**src/rtl/shrot_pkg.sv**
```systemverilog
package shrot_pkg;
  localparam int DW    = 8;
  localparam int AW    = 2 * DW;
  localparam int NSEL  = 8;
  localparam int SELW  = $clog2(NSEL);
  localparam int VIEWW = NSEL * DW;

  localparam logic [SELW-1:0] SEL_MEM = 3'd6;
  localparam logic [SELW-1:0] SEL_H   = 3'd4;
  localparam logic [SELW-1:0] SEL_L   = 3'd5;

  localparam int FLG_Z = 7;
  localparam int FLG_N = 6;
  localparam int FLG_H = 5;
  localparam int FLG_C = 4;

  typedef enum logic [2:0] {
    OP_RLC, OP_RRC, OP_RL, OP_RR, OP_SLA, OP_SRA, OP_SWAP, OP_SRL
  } shrot_op_e;

  // returns {carry_out, result}
  function automatic logic [DW:0] shrot_calc(shrot_op_e op, logic [DW-1:0] v, logic cin);
    logic [DW:0] r;
    case (op)
      OP_RLC:  r = {v[DW-1], v[DW-2:0], v[DW-1]};
      OP_RRC:  r = {v[0], v[0], v[DW-1:1]};
      OP_RL:   r = {v[DW-1], v[DW-2:0], cin};
      OP_RR:   r = {v[0], cin, v[DW-1:1]};
      OP_SLA:  r = {v[DW-1], v[DW-2:0], 1'b0};
      OP_SRA:  r = {v[0], v[DW-1], v[DW-1:1]};
      OP_SWAP: r = {1'b0, v[DW/2-1:0], v[DW-1:DW/2]};
      default: r = {v[0], 1'b0, v[DW-1:1]};
    endcase
    return r;
  endfunction

  function automatic logic [DW-1:0] flag_merge(logic [DW-1:0] old, logic [DW-1:0] res, logic cout);
    logic [DW-1:0] f;
    f        = old;
    f[FLG_Z] = (res == '0);
    f[FLG_N] = 1'b0;
    f[FLG_H] = 1'b0;
    f[FLG_C] = cout;
    return f;
  endfunction
endpackage

```
**src/rtl/shrot_alu.sv**
```systemverilog
module shrot_alu
  import shrot_pkg::*;
(
  input  logic [2:0]    op,
  input  logic [DW-1:0] operand,
  input  logic          cin,
  output logic [DW-1:0] res,
  output logic          cout
);
  logic [DW:0] calc;
  always_comb begin
    calc = shrot_calc(shrot_op_e'(op), operand, cin);
    res  = calc[DW-1:0];
    cout = calc[DW];
  end
endmodule

```
**src/rtl/shrot_regfile.sv**
```systemverilog
module shrot_regfile
  import shrot_pkg::*;
(
  input  logic             clk,
  input  logic             rst_n,
  input  logic             ld_we,
  input  logic [SELW-1:0]  ld_sel,
  input  logic [DW-1:0]    ld_data,
  input  logic             res_we,
  input  logic [SELW-1:0]  res_sel,
  input  logic [DW-1:0]    res_data,
  input  logic             flag_we,
  input  logic [DW-1:0]    flag_data,
  output logic [VIEWW-1:0] view,
  output logic [AW-1:0]    hl,
  output logic             carry
);
  for (genvar i = 0; i < NSEL; i++) begin : g_ent
    logic [DW-1:0] q;
    always_ff @(posedge clk or negedge rst_n) begin
      if (!rst_n)                                  q <= '0;
      else if (flag_we && (SELW'(i) == SEL_MEM))   q <= flag_data;
      else if (res_we && (res_sel == SELW'(i)))    q <= res_data;
      else if (ld_we && (ld_sel == SELW'(i)))      q <= ld_data;
    end
    assign view[i*DW +: DW] = q;
  end

  assign hl    = {view[SEL_H*DW +: DW], view[SEL_L*DW +: DW]};
  assign carry = view[SEL_MEM*DW + FLG_C];
endmodule

```
**src/rtl/shrot_seq.sv**
```systemverilog
module shrot_seq
  import shrot_pkg::*;
(
  input  logic            clk,
  input  logic            rst_n,
  input  logic            start,
  input  logic [2:0]      op_in,
  input  logic [SELW-1:0] sel_in,
  input  logic [DW-1:0]   alu_res,
  input  logic            alu_cout,
  output logic            accept_reg,
  output logic            accept_mem,
  output logic            busy,
  output logic            in_rd,
  output logic            in_wr,
  output logic            done,
  output logic [2:0]      op_q,
  output logic [DW-1:0]   res_q,
  output logic            cout_q
);
  typedef enum logic [1:0] {S_IDLE, S_RD, S_WR} state_e;
  state_e state;

  assign busy       = (state != S_IDLE);
  assign in_rd      = (state == S_RD);
  assign in_wr      = (state == S_WR);
  assign accept_reg = start && !busy && (sel_in != SEL_MEM);
  assign accept_mem = start && !busy && (sel_in == SEL_MEM);

  always_ff @(posedge clk or negedge rst_n) begin
    if (!rst_n) begin
      state  <= S_IDLE;
      done   <= 1'b0;
      op_q   <= '0;
      res_q  <= '0;
      cout_q <= 1'b0;
    end else begin
      done <= accept_reg || in_wr;
      case (state)
        S_IDLE: if (accept_mem) begin
          state <= S_RD;
          op_q  <= op_in;
        end
        S_RD: begin
          res_q  <= alu_res;
          cout_q <= alu_cout;
          state  <= S_WR;
        end
        default: state <= S_IDLE;
      endcase
    end
  end
endmodule

```
**src/rtl/shrot_unit.sv**
```systemverilog
module shrot_unit
  import shrot_pkg::*;
(
  input  logic        clk,
  input  logic        rst_n,
  input  logic        start,
  input  logic [7:0]  opcode,
  input  logic        ld_en,
  input  logic [2:0]  ld_sel,
  input  logic [7:0]  ld_data,
  input  logic [7:0]  mem_rdata,
  output logic        busy,
  output logic        done,
  output logic        mem_rd,
  output logic        mem_wr,
  output logic [15:0] mem_addr,
  output logic [7:0]  mem_wdata,
  output logic [63:0] rf_view
);
  logic [SELW-1:0] sel;
  logic [2:0]      op_fld, op_q, op_now;
  logic            accept_reg, accept_mem;
  logic [DW-1:0]   operand, alu_res, res_q, flag_q, flag_src, flag_next;
  logic            alu_cout, cout_q, carry, flag_cout;
  logic [AW-1:0]   hl;
  logic            unused_grp;

  assign sel        = opcode[2:0];
  assign op_fld     = opcode[5:3];
  assign unused_grp = ^opcode[7:6];

  shrot_seq u_seq (
    .clk(clk), .rst_n(rst_n), .start(start), .op_in(op_fld), .sel_in(sel),
    .alu_res(alu_res), .alu_cout(alu_cout),
    .accept_reg(accept_reg), .accept_mem(accept_mem), .busy(busy),
    .in_rd(mem_rd), .in_wr(mem_wr), .done(done),
    .op_q(op_q), .res_q(res_q), .cout_q(cout_q)
  );

  assign op_now  = busy ? op_q : op_fld;
  assign operand = mem_rd ? mem_rdata : rf_view[{sel, 3'b000} +: DW];

  shrot_alu u_alu (
    .op(op_now), .operand(operand), .cin(carry), .res(alu_res), .cout(alu_cout)
  );

  assign flag_q    = rf_view[SEL_MEM*DW +: DW];
  assign flag_src  = accept_reg ? alu_res : res_q;
  assign flag_cout = accept_reg ? alu_cout : cout_q;
  assign flag_next = flag_merge(flag_q, flag_src, flag_cout);

  shrot_regfile u_rf (
    .clk(clk), .rst_n(rst_n),
    .ld_we(ld_en && !busy && !start), .ld_sel(ld_sel), .ld_data(ld_data),
    .res_we(accept_reg), .res_sel(sel), .res_data(alu_res),
    .flag_we(accept_reg || mem_wr), .flag_data(flag_next),
    .view(rf_view), .hl(hl), .carry(carry)
  );

  assign mem_addr  = hl;
  assign mem_wdata = res_q;
endmodule

```
**config.mk**
```make
export PLATFORM = sky130hd
export DESIGN_NAME = shrot_unit
export DESIGN_NICKNAME = d
export VERILOG_FILES = /design/src/rtl/shrot_pkg.sv /design/src/rtl/shrot_alu.sv /design/src/rtl/shrot_regfile.sv /design/src/rtl/shrot_seq.sv /design/src/rtl/shrot_unit.sv
export SDC_FILE = /design/constraint.sdc
export NUM_CORES = 1
export LEC_CHECK = 0
export ABC_AREA = 0
export ABC_CLOCK_PERIOD_IN_PS = 7500
export BUFFER_PORTS_ARGS = -buffer_cell sky130_fd_sc_hd__buf_2
export CAP_MARGIN = 20
export CORE_ASPECT_RATIO = 1.75
export CORE_MARGIN = 1
export CORE_UTILIZATION = 60
export CTS_BUF_LIST = sky130_fd_sc_hd__clkbuf_4 sky130_fd_sc_hd__clkbuf_8
export DETAILED_ROUTE_END_ITERATION = 10
export PLACE_DENSITY = 0.87
export SETUP_SLACK_MARGIN = 0.15
export SLEW_MARGIN = 20
export SYNTH_ARGS = -nofsm -noshare
export SYNTH_HDL_FRONTEND = slang
export SYNTH_HIERARCHICAL = 1
export SYNTH_SLANG_ARGS = --single-unit
```
**constraint.sdc**
```tcl
create_clock -name clk -period 7.5 [get_ports clk]
set_clock_uncertainty 0.1 [all_clocks]
set_input_delay 0.375 -clock clk [delete_from_list [all_inputs] [get_ports clk]]
set_output_delay 0.375 -clock clk [all_outputs]
set_load 0.02 [all_outputs]
```
==> metrics.csv <==
metric,value,unit
status,"finished, final reports clean",
antenna_found_initial,0,
cts_buffer_depth,2,
drive_gt1_share,34.0,%
worst_ep_arrival_time,3860,ps
fillCellCount,642,
clkSinkCount,79,
numCtsBuffers,9,
crit_required,7610,ps
hold_viol_final,0,
yosys_warnings,6,
cellPowerDensity,318,mW/mm^2
cts_root_buf,clkbuf_8,
peakVddDrop,0.000213,V
p_leak,0.00275,uW
max_clock_freq,267,MHz
setup_viol,0,
fin_util,68.1,%
max-slew-margin-rel,21.7,%
route.met3.wl,924,um
cts_tree,yes,
rows,44,
grt_pass1_vias,4021,
critical_path.top_delay_family,compound AO/OA/AOI/OAI gates,
crit_fanout,41,
nets,599,
drt.antenna.violating_nets,0,
initial_core_util,62.0,%
first_pass_iters,5,
cpPeakStageDelay,900,ps
clk_latency,370,ps
maxCapViolations,0,
grt_pass1_wl,21500,um
wl_met1,5410,um
total_power,1790,uW
via_per_inst,6.31,
grt_use_total,33.1,%
fin_cells,665,
h-tree-depth,3,
path_clk_slew,80,ps
placed_cells,647,
worstMarginPinSlew,1170,ps
hold_class,in -> reg,
crit_path_top_delay_cell,o21ai_1,
die-area,0.00891,sq mm
drc_errors,0,
ios,123,
grt_overflow,0,
drt_iter0_markers,289,
grt_setup_unrepaired,false,
most-common-layout-cells,"buf_2, mux2i_1, dfrtp_1",
fin_crit_sh,49.9,%
wirelength,14500,um
grt_max_degree,80,
topRoutingLayerUsed,met4,
syn-cell-area,0.00512,sq mm
dieWidth,71.8,um
core,0.00826,sq mm
fin_setup_tns,0,ps
dpl.hpwl,10200,um
gp_congestion,0.919,
die_y,124,um
postSynthAreaPerCell,10.3,sq um
fin_crit,3750,ps
critPathBufInv,2,
wl_met2,7430,um
crit_type,in -> reg,
synthCells,498,
crit_path_end_kind,register,
diodes,0,
syn2layout_area_growth,9.88,%
post_drt_wl_per_cell,21.8,um
crit_top_cell,mux2i_1,
cp-start-kind,input pin,
io_buffers,120,
crit_chain,"buf_2, mux2i_1, a22o_1, o31ai_1, mux2i_1, o21ai_1, nor4_1, nand3_1, o21ai_0, inv_1, a221oi_2",
slew_violations,0,
final_common_cell,buf_2,
vias,4195,
state kept, by name, indices dropped and copies added, names as in the netlist:
name / count
u_seq/done: 1
u_seq/cout_q: 1
u_rf/g_ent.q: 64
u_seq/op_q: 3
u_seq/res_q: 8
u_seq/state: 2
worst paths after layout:
path / cells past startpoint / to / from / slack (ps)
worst max-delay path: 11 / u_rf/g_ent[6].q[7] / opcode[0] / 3750
worst min-delay path: 2 / u_seq/op_q[0] / opcode[3] / 160
worst max register to register: 10 / u_rf/g_ent[6].q[7] / u_seq/state[0] / 4330
worst min register to register: 1 / u_seq/op_q[1] / u_seq/op_q[1] / 420
max in group asynchronous: 3 / u_seq/res_q[5] / rst_n / 6310
min in group asynchronous: 2 / u_seq/done / rst_n / 390
area by class of cell:
class / instances / area, sq um / area share [%]
clock buffer: 11 / 151 / 2.69
clock inverter: 5 / 56.3 / 1.00
tap: 92 / 115 / 2.05
inverter: 10 / 37.5 / 0.668
multi-input combinational: 344 / 2630 / 46.8
sequential: 79 / 1980 / 35.2
timing repair buffer: 124 / 656 / 11.7
where the power goes:
| part | switching [uW] | total, uW | leakage, uW | internal (uW) |
|---|---|---|---|---|
| sequential | 117 | 673 | 0.000946 | 556 |
| clock | 159 | 330 | 0.000105 | 171 |
| combinational | 497 | 784 | 0.00170 | 287 |
| total | 773 | 1790 | 0.00275 | 1010 |
through the flow:
step / hold slack [ps] / cell area, sq um / setup WS, ps
finish: 155 / 5620 / 3750
global route: 142 / 5620 / 3660
CTS: 105 / 5570 / 3890
detailed placement: 396 / 5360 / 3490
global placement: 387 / 5360 / 3580
floorplan: -20.6 / 5120 / 4800
routing by layer:
metal	global-route usage (%)	up-vias
li1	-	1904
met1	37.6	2039
met2	56.4	205
met3	6.80	47
met4	20.8	0
met5	0	-
repair_timing:
item | CTS | global route
hold endpoints to repair | 0 | 31
buffers inserted | 0 | 0
resized for setup | 0 | 0
hold buffers | 0 | 1
No activity file was read; power rests on OpenSTA's default activity.
